==> config.mk <==
export PLATFORM = sky130hd
export DESIGN_NAME = pmc_clock_ctrl
export DESIGN_NICKNAME = d
export VERILOG_FILES = /design/src/rtl/pmc_pkg.sv /design/src/rtl/pmc_divider.sv /design/src/rtl/pmc_mode_fsm.sv /design/src/rtl/pmc_clock_ctrl.sv
export SDC_FILE = /design/constraint.sdc
export NUM_CORES = 1
export LEC_CHECK = 0
export ABC_AREA = 1
export BUFFER_PORTS_ARGS = -buffer_cell sky130_fd_sc_hd__buf_2
export CAP_MARGIN = 15
export CORE_MARGIN = 2
export CORE_UTILIZATION = 45
export DETAILED_ROUTE_END_ITERATION = 8
export GPL_TIMING_DRIVEN = 0
export RECOVER_POWER = 100
export SYNTH_ARGS = -nofsm -noshare
export SYNTH_HDL_FRONTEND = slang
export SYNTH_SLANG_ARGS = --single-unit
export TNS_END_PERCENT = 10
==> constraint.sdc <==
create_clock -name clk -period 4.07 [get_ports clk]
set_input_delay 1.221 -clock clk [delete_from_list [all_inputs] [get_ports clk]]
set_output_delay 1.221 -clock clk [all_outputs]
set_load 0.05 [all_outputs]
==> src/rtl/pmc_pkg.sv <==
package pmc_pkg;
    typedef enum logic [2:0] {
        ST_ACT,
        ST_PSV,
        ST_IDL,
        ST_PDN,
        ST_STL
    } pmc_state_e;

    localparam logic [1:0] MODE_ACT = 2'd0;
    localparam logic [1:0] MODE_PSV = 2'd1;
    localparam logic [1:0] MODE_IDL = 2'd2;
    localparam logic [1:0] MODE_PDN = 2'd3;
endpackage

==> src/rtl/pmc_divider.sv <==
module pmc_divider #(
    parameter int MAX_LOG = 6,
    localparam int CNT_W = MAX_LOG + 1,
    localparam int PSC_W = $clog2(MAX_LOG + 1)
) (
    input  logic             clk,
    input  logic             rst_n,
    input  logic [PSC_W-1:0] k,
    input  logic             hold,
    input  logic             core_run,
    input  logic             periph_run,
    output logic             boundary,
    output logic             core_clk,
    output logic             periph_clk
);
    typedef struct packed {
        logic [CNT_W-1:0] cnt;
        logic             core;
        logic             periph;
    } div_t;

    div_t             r_d, r_q;
    logic [CNT_W-1:0] top;

    // last count of a divided period for the current exponent
    always_comb begin
        for (int i = 0; i < CNT_W; i++) begin
            top[i] = (i <= int'(k));
        end
    end

    assign boundary = !hold && (r_q.cnt == top);

    always_comb begin
        r_d = r_q;
        if (hold || boundary) r_d.cnt = '0;
        else                  r_d.cnt = r_q.cnt + 1'b1;
        r_d.core   = core_run   && r_d.cnt[k];
        r_d.periph = periph_run && r_d.cnt[k];
    end

    always_ff @(posedge clk) begin
        if (!rst_n) r_q <= '0;
        else        r_q <= r_d;
    end

    assign core_clk   = r_q.core;
    assign periph_clk = r_q.periph;

    p_core_sub_periph_r9: assert property (@(posedge clk) disable iff (!rst_n)
        core_clk |-> periph_clk);

    p_hold_low_r7: assert property (@(posedge clk) disable iff (!rst_n)
        hold |=> !periph_clk);
endmodule

==> src/rtl/pmc_mode_fsm.sv <==
module pmc_mode_fsm
    import pmc_pkg::*;
#(
    parameter int MAX_LOG = 6,
    parameter int SETTLE_W = 8,
    localparam int PSC_W = $clog2(MAX_LOG + 1)
) (
    input  logic                clk,
    input  logic                rst_n,
    input  logic                mode_wr,
    input  logic [1:0]          mode_sel,
    input  logic [PSC_W-1:0]    psc_sel,
    input  logic                wake,
    input  logic [SETTLE_W-1:0] settle_len,
    input  logic                boundary,
    output pmc_state_e          state,
    output logic [PSC_W-1:0]    k,
    output logic                hold,
    output logic                core_run,
    output logic                periph_run,
    output logic                osc_en
);
    typedef struct packed {
        pmc_state_e          state;
        logic                ret_save;
        logic [PSC_W-1:0]    psc;
        logic                pend;
        logic [1:0]          pend_mode;
        logic [PSC_W-1:0]    pend_psc;
        logic                wake_pend;
        logic [SETTLE_W-1:0] settle;
        logic                osc;
    } fsm_t;

    fsm_t             r_d, r_q;
    logic [PSC_W-1:0] psc_clamped;
    pmc_state_e       ret_state;
    pmc_state_e       req_state;

    assign psc_clamped = (psc_sel > PSC_W'(MAX_LOG)) ? PSC_W'(MAX_LOG) : psc_sel;
    assign ret_state   = r_q.ret_save ? ST_PSV : ST_ACT;

    always_comb begin
        case (r_q.pend_mode)
            MODE_ACT: req_state = ST_ACT;
            MODE_PSV: req_state = ST_PSV;
            MODE_IDL: req_state = ST_IDL;
            default:  req_state = ST_PDN;
        endcase
    end

    always_comb begin
        r_d = r_q;
        case (r_q.state)
            ST_ACT, ST_PSV, ST_IDL: begin
                if (r_q.state == ST_IDL && wake) r_d.wake_pend = 1'b1;
                if (boundary) begin
                    if (r_q.state == ST_IDL && (r_q.wake_pend || wake)) begin
                        r_d.state     = ret_state;
                        r_d.wake_pend = 1'b0;
                        r_d.pend      = 1'b0;
                    end else if (r_q.pend) begin
                        r_d.state = req_state;
                        r_d.psc   = r_q.pend_psc;
                        r_d.pend  = 1'b0;
                        if (r_q.pend_mode == MODE_ACT) r_d.ret_save = 1'b0;
                        if (r_q.pend_mode == MODE_PSV) r_d.ret_save = 1'b1;
                    end
                end
                if (mode_wr) begin
                    r_d.pend      = 1'b1;
                    r_d.pend_mode = mode_sel;
                    r_d.pend_psc  = psc_clamped;
                end
            end
            ST_PDN: begin
                r_d.pend = 1'b0;
                if (wake) begin
                    r_d.state  = ST_STL;
                    r_d.settle = '0;
                end
            end
            default: begin
                if (r_q.settle == settle_len) r_d.state  = ret_state;
                else                          r_d.settle = r_q.settle + 1'b1;
            end
        endcase
        r_d.osc = (r_d.state != ST_PDN);
    end

    always_ff @(posedge clk) begin
        if (!rst_n) begin
            r_q       <= '0;
            r_q.state <= ST_ACT;
            r_q.osc   <= 1'b1;
        end else begin
            r_q <= r_d;
        end
    end

    assign state      = r_q.state;
    assign k          = (r_q.state == ST_PSV || (r_q.state == ST_IDL && r_q.ret_save))
                        ? r_q.psc : '0;
    assign hold       = (r_q.state == ST_PDN) || (r_q.state == ST_STL);
    assign core_run   = (r_q.state == ST_ACT) || (r_q.state == ST_PSV);
    assign periph_run = core_run || (r_q.state == ST_IDL);
    assign osc_en     = r_q.osc;

    p_psc_range_r3: assert property (@(posedge clk) disable iff (!rst_n)
        r_q.psc <= PSC_W'(MAX_LOG));

    p_pd_ignores_write_r5: assert property (@(posedge clk) disable iff (!rst_n)
        (r_q.state == ST_PDN && !wake) |=> (r_q.state == ST_PDN));
endmodule

==> src/rtl/pmc_clock_ctrl.sv <==
module pmc_clock_ctrl
    import pmc_pkg::*;
#(
    parameter int MAX_LOG = 6,
    parameter int SETTLE_W = 8,
    localparam int PSC_W = $clog2(MAX_LOG + 1)
) (
    input  logic                clk,
    input  logic                rst_n,
    input  logic                mode_wr,
    input  logic [1:0]          mode_sel,
    input  logic [PSC_W-1:0]    psc_sel,
    input  logic                wake,
    input  logic [SETTLE_W-1:0] settle_len,
    output logic                core_clk,
    output logic                periph_clk,
    output logic                osc_en
);
    pmc_state_e       state;
    logic [PSC_W-1:0] k;
    logic             hold, core_run, periph_run, boundary;

    pmc_mode_fsm #(.MAX_LOG(MAX_LOG), .SETTLE_W(SETTLE_W)) i_fsm (
        .clk        (clk),
        .rst_n      (rst_n),
        .mode_wr    (mode_wr),
        .mode_sel   (mode_sel),
        .psc_sel    (psc_sel),
        .wake       (wake),
        .settle_len (settle_len),
        .boundary   (boundary),
        .state      (state),
        .k          (k),
        .hold       (hold),
        .core_run   (core_run),
        .periph_run (periph_run),
        .osc_en     (osc_en)
    );

    pmc_divider #(.MAX_LOG(MAX_LOG)) i_div (
        .clk        (clk),
        .rst_n      (rst_n),
        .k          (k),
        .hold       (hold),
        .core_run   (core_run),
        .periph_run (periph_run),
        .boundary   (boundary),
        .core_clk   (core_clk),
        .periph_clk (periph_clk)
    );

    p_pd_dark_r5: assert property (@(posedge clk) disable iff (!rst_n)
        (state == ST_PDN) |-> (!osc_en && !periph_clk));

    p_settle_gated_r7: assert property (@(posedge clk) disable iff (!rst_n)
        (state == ST_STL) |-> (osc_en && !periph_clk && !core_clk));

    p_switch_low_r8: assert property (@(posedge clk) disable iff (!rst_n)
        !$stable(state) |-> (!periph_clk && !core_clk));

    p_idle_core_low_r4: assert property (@(posedge clk) disable iff (!rst_n)
        (state == ST_IDL && $past(state) == ST_IDL) |-> !core_clk);
endmodule

==> out/metrics.cfg, run 1 <==
[outcome]
status = finished, final reports clean

[logic_synthesis]
synth_top_family_by_area = simple AND/OR/NAND/NOR gates
syn-cell-area_um2 = 1830
synth_cell_type_count = 34
syn_area_per_cell_um2 = 7.02
yosys.area_share.xor_xnor = 0.0621
yosys.area_share.adder = 0.0137
ys_ff_latch = 32
synth_compound_area_frac = 0.135
synthCells = 261
syn-num-nets = 280
synthSimpleGateAreaFrac = 0.349
ys_seq_area_frac = 0.349
synth.area.mux_share = 0
ys.warnings.count = 0

[finish]
syn_to_final_growth_pct = 9.42
antenna_cells = 0
nets = 306
instances_no_fill = 337
final_cell_mix = nand2_1 (60), dfxtp_1 (32), inv_1 (31)
final_common_cell = nand2_1
layout-drive-gt1-share = 0.129

[clock_tree]
insertion_delay_ps = 280
cts_buffer_depth = 2
post_cts_buffers = 0
cts_inserted_buffers = 5
cts_tree = done
clk_pin_slew_ps = 60
hold_buffers = 0
cts_resized = 0
cts.sinks = 32
cts_root_buf = clkbuf_8
htree_levels = 2

[timing]
final.min_clock_period_ps = 2910
worstMarginPinSlew_ps = 591
maxSlewViolCount = 0
period_share = 0.715
finalSetupViolCount = 0
hold_viol = 0
fin_ws_ps = 1160
fin_setup_tns_ps = 0
slew-limit-headroom = 0.607
max_freq_ghz = 0.344
rsz0062_at_grt = false
worst_clock_skew_ps = 8.08

[setup_path]
required_ps = 4240
worst-setup-path-type = flop to flop
cp.arrival_ps = 3080
cp-end-kind = flop
crit_fanout = 10
startpoint_type = flop

[routing]
vias_per_cell = 5.00
drt_wl_total_um = 3940
drt_iter0_markers = 92
drcViolationCount = 0
ant_nets = 0
drt-pass1-iter-count = 4
via_count = 1685
routedWlPerCell_um = 11.7

[floorplanning]
die_w_um = 67.8
die-area_um2 = 4600
fp.coreArea_um2 = 3970
initial_utilization = 0.462
die_h_um = 67.8
rows = 23
pin_count = 20

[power]
p_leak_nw = 0.903
cellPowerDensity_nw_per_um2 = 520
irDropWorstVdd_mv = 0.258

[grt]
grt_pass1_wl_um = 6660
grt_max_degree = 11
grt_usage = 0.197
first_global_vias = 1484
antenna_found_initial = 0
grt_overflow = 0

[flow_run]
drv_cap = 0

[place]
place_ws_ps = 1220
portBuffers = 19
gp_congestion = 0.845
dp_hpwl_um = 3030
place_inst = 330

[hold_path]
min_path_type = flop to flop

==> through the flow <==
stage / hold WS [ps] / util / cell area, um^2 / total power [mW]
after CTS: 468 / 0.521 / 2070 / 1.11
after floorplan: 438 / - / 1830 / 0.784
final: 466 / 0.505 / 2010 / 1.04
after detailed placement: 458 / 0.501 / 1990 / 0.884
after global routing: 484 / 0.505 / 2010 / 1.13
after global placement: 450 / 0.501 / 1990 / 0.880
==> path summary, 6_finish.rpt <==
kind / startpoint / slack, ps / endpoint / cells past startpoint
setup reg to reg: i_fsm.state[2] / 1160 / i_div.periph_clk / 18
setup / recovery: i_fsm.state[2] / 1160 / i_div.periph_clk / 18
hold reg to reg: i_fsm.r_q[12] / 470 / i_fsm.r_q[12] / 2
hold / removal: i_fsm.r_q[12] / 470 / i_fsm.r_q[12] / 2
==> critical path, cell delays in order (launching register included) <==
cell and delay [ps]:
dfxtp_1 310, buf_6 140, nor2_1 190, nand3_2 100
nand2_1 140, clkbuf_1 340, nand2_2 150, nand3_1 110
nand2_1 70, nor2_2 100, nand2_1 200, nand2_1 330
clkinvlp_2 240, nand2_2 100, nand2_1 60, nand3_1 70
nand2_1 50, nand2_1 80, nor2_1 50
==> area by class of cell <==
type | count | area [um^2]
Buffer | 5 | 27.5
Clock buffer | 6 | 72.6
Clock inverter | 1 | 5.00
Fill cell | 445 | 1970
Inverter | 34 | 129
Multi-Input combinational cell | 190 | 977
Sequential cell | 32 | 641
Tap cell | 50 | 62.6
Timing Repair Buffer | 19 | 91.3
==> sequential cells by signal, indices dropped and copies added, names as in the netlist <==
register	count
i_fsm.r_q	19
i_fsm.state	3
i_fsm.osc_en	1
i_div.periph_clk	1
i_div.core_clk	1
i_div.r_q	7
==> cells in the mapped netlist (all sizes together) <==
library cell   n  area share
clkbuf         2      0.0041
xnor2          6       0.029
nor4           2      0.0068
a21oi         22       0.064
nand2         63        0.15
inv           33       0.069
nor3b          1      0.0041
o22ai          1      0.0034
ha             2       0.014
nor2          24       0.067
buf            3       0.015
o211ai         4       0.016
nor3          12       0.033
xor2           7       0.033
nand3         22       0.063
o21ai         14       0.042
a211oi         1      0.0041
clkinv         1      0.0020
or2            1      0.0034
o22a           1      0.0048
nand4          7       0.024
dfxtp         32        0.35
==> kinds of logic after synthesis <==
kind of cell,count (synthesis)
AOI/OAI and AO/OA,43
xor gates and xnor gates,13
adders and majority gates,2
buffers and inverters,39
DFF,32
and+or+nand+nor,132
==> metal layers <==
metal / track usage / wire length, um / up-vias
li1: - / - / 910
met3: 0.0345 / 128 / 4
met4: 0.0975 / 41 / 0
met2: 0.324 / 1920 / 22
met5: 0 / 0 / -
met1: 0.248 / 1850 / 749
==> where the power goes <==
| part | internal, mW | switching [mW] | total [mW] |
|---|---|---|---|
| Sequential | 0.362 | 0.0499 | 0.412 |
| Combinational | 0.125 | 0.279 | 0.405 |
| Clock | 0.116 | 0.110 | 0.226 |
| Total | 0.604 | 0.439 | 1.04 |
No activity file was read; power rests on OpenSTA's default activity.
==> run 2, diff against run 1 <==
--- a/config.mk
+++ b/config.mk
@@ -5,13 +5,14 @@
 export SDC_FILE = /design/constraint.sdc
 export NUM_CORES = 1
 export LEC_CHECK = 0
-export ABC_AREA = 1
+export ABC_AREA = 0
 export BUFFER_PORTS_ARGS = -buffer_cell sky130_fd_sc_hd__buf_2
 export CAP_MARGIN = 15
 export CORE_MARGIN = 2
 export CORE_UTILIZATION = 45
 export DETAILED_ROUTE_END_ITERATION = 8
 export GPL_TIMING_DRIVEN = 0
+export PLACE_DENSITY = 0.66
 export RECOVER_POWER = 100
 export SYNTH_ARGS = -nofsm -noshare
 export SYNTH_HDL_FRONTEND = slang
==> constraint.sdc (replaced) <==
create_clock -name clk -period 2.51 [get_ports clk]
set_input_delay 0.753 -clock clk [delete_from_list [all_inputs] [get_ports clk]]
set_output_delay 0.753 -clock clk [all_outputs]
set_load 0.05 [all_outputs]
==> run 2 against run 1 <==
Net effect: synthesized area up 4.0%; wire length up 0.84%; clock power up 76%; largest cell class unchanged; highest routed layer unchanged.
==> out/metrics.cfg, run 2 <==
[outcome]
status = finished, final reports clean

[floorplanning]
die_h_um = 69.1
die_w_um = 69.1
die-area_um2 = 4770
pin_count = 20
rows = 23
fp.coreArea_um2 = 4030
initial_utilization = 0.473

[logic_synthesis]
synthCells = 217
ys.warnings.count = 0
syn-num-nets = 236
syn_area_per_cell_um2 = 8.79
synth_flop_cell = dfxtp_1
synth_cell_type_count = 60
syn-cell-area_um2 = 1910
synthArstFlopShare = 0
synth_edf_count = 0
yosysMostFrequentCell = dfxtp_1
synth_top_area_share = 0.336
synthTopCellsByCount = dfxtp_1 (32), nor2_1 (20), nand2_1 (17), xnor2_1 (16), nand3_1 (9)
ys_seq_area_frac = 0.336
ys_ff_latch = 32
yosys.area.top_type = dfxtp_1
synth.area.top_cells = dfxtp_1 (34%), xnor2_1 (7.3%), nor2_1 (3.9%), nand2_1 (3.3%), mux2i_1 (2.6%)

[clock_tree]
hold_buffers = 0
clk_pin_slew_ps = 60
post_cts_buffers = 0
insertion_delay_ps = 280
cts.sinks = 32
cts_tree = done
cts_root_buf = clkbuf_8
cts_buffer_depth = 2
cts_inserted_buffers = 5
cts_resized = 0
htree_levels = 2

[finish]
nets = 262
reg_top3 = i_fsm.r_q (19), i_div.r_q (7), i_fsm.state (3)
antenna_cells = 0
syn_to_final_growth_pct = 11.9
seq_area_um2 = 641
final_cell_mix = dfxtp_1 (32), nor2_1 (20), buf_2 (19)
top_register = i_fsm.r_q
final_common_cell = dfxtp_1
layout-drive-gt1-share = 0.172
instances_no_fill = 294
largest_reg_flops = 19
multi_input_area_um2 = 1160
n_fill_cell = 406

[timing]
rsz0062_at_grt = false
hold_viol = 0
finalSetupViolCount = 0
maxSlewViolCount = 0
fin_setup_tns_ps = 0
max_freq_ghz = 0.448
final.min_clock_period_ps = 2230
worstMarginPinSlew_ps = 558
slew-limit-headroom = 0.619
worst_clock_skew_ps = 4.79
period_share = 0.890

[routing]
wl_met3_um = 139
wl_met2_um = 1860
routedWlPerCell_um = 13.5
drt_wl_total_um = 3970
met1Wirelength_um = 1920
vias_per_cell = 5.47
ant_nets = 0
via_count = 1609
drt_iter0_markers = 82
maxUsedRoutingLayer = met4
drcViolationCount = 0
drt-pass1-iter-count = 4

[setup_path]
cp-end-kind = flop
startpoint_type = flop
required_ps = 2680
worst-setup-path-type = flop to flop
cp.arrival_ps = 2400
r2r_cells = 7
crit_fanout = 9

[grt]
grt_overflow = 0
grt_pass1_wl_um = 6970
grt_usage = 0.176
grt_max_degree = 11
antenna_found_initial = 0
first_global_vias = 1515

[power]
irDropWorstVdd_mv = 0.259
cellPowerDensity_nw_per_um2 = 518
p_leak_nw = 0.800

[hold_path]
whs_path_depth = 2
min_path_type = flop to flop

[place]
gp_congestion = 0.846
place_inst = 286
portBuffers = 19
dp_hpwl_um = 3060

[flow_run]
drv_cap = 0

run 2: cell count changes after synthesis, moves of 10 or more:
cell | previous run | this run
nand3_1 | 21 | 9
inv_1 | 30 | 8
a21oi_1 | 20 | 6
xnor2_1 | 6 | 16
nand2_1 | 56 | 17
run 2: area by class of cell:
class / instances / share of cell area
Clock buffer: 6 / 0.0387
Multi-Input combinational cell: 167 / 0.545
Buffer: 10 / 0.0246
Inverter: 8 / 0.0141
Tap cell: 50 / 0.0293
Sequential cell: 32 / 0.300
Clock inverter: 2 / 0.00469
Timing Repair Buffer: 19 / 0.0428
run 2: power by group:
group | switching [mW] | total, mW | leakage, nW | internal, mW
clock network | 0.180 | 0.398 | 0.0510 | 0.218
registers | 0.0190 | 0.546 | 0.260 | 0.527
logic | 0.0953 | 0.161 | 0.488 | 0.0661
total | 0.294 | 1.11 | 0.800 | 0.812
run 2: cells by family after synthesis:
group	Yosys count	synth area share
AND/OR/NAND/NOR	87	0.267
AO/OA/AOI/OAI	51	0.207
flip-flops	32	0.336
XOR/XNOR	20	0.0919
buffers and inverters	18	0.0446
multiplexers	7	0.0400
adder cells (fa/ha/maj)	2	0.0131
run 2: layer usage:
layer / vias up / track usage
li1: 837 / -
met1: 738 / 0.233
met2: 27 / 0.284
met3: 7 / 0.0424
met4: 0 / 0.0545
met5: - / 0
run 2: path summary, 6_finish.rpt:
path                  startpoint             end  slack, ps
hold reg to reg    i_fsm.r_q[11]   i_fsm.r_q[11]        460
hold / removal     i_fsm.r_q[11]   i_fsm.r_q[11]        460
setup reg to reg  i_fsm.state[2]  i_div.core_clk        280
setup / recovery  i_fsm.state[2]  i_div.core_clk        280
run 2: critical path, stage by stage (launching register included):
cell and delay, ps:
dfxtp_1 310, buf_6 130, and4bb_4 340, o22ai_1 110
a32oi_1 420, nor3_2 170, a211o_1 320, nor4b_1 320
run 2: metrics by stage:
stage / area (um^2) / util / hold slack [ps] / worst slack [ps] / power, mW
2_1_floorplan: 1910 / - / 441 / 493 / 0.677
6_report: 2130 / 0.530 / 464 / 276 / 1.11
5_1_grt: 2130 / 0.530 / 501 / 108 / 1.16
3_5_place_dp: 2060 / 0.512 / 459 / 181 / 0.725
4_1_cts: 2160 / 0.535 / 468 / 333 / 1.13
3_3_place_gp: 2060 / 0.512 / 457 / 203 / 0.722
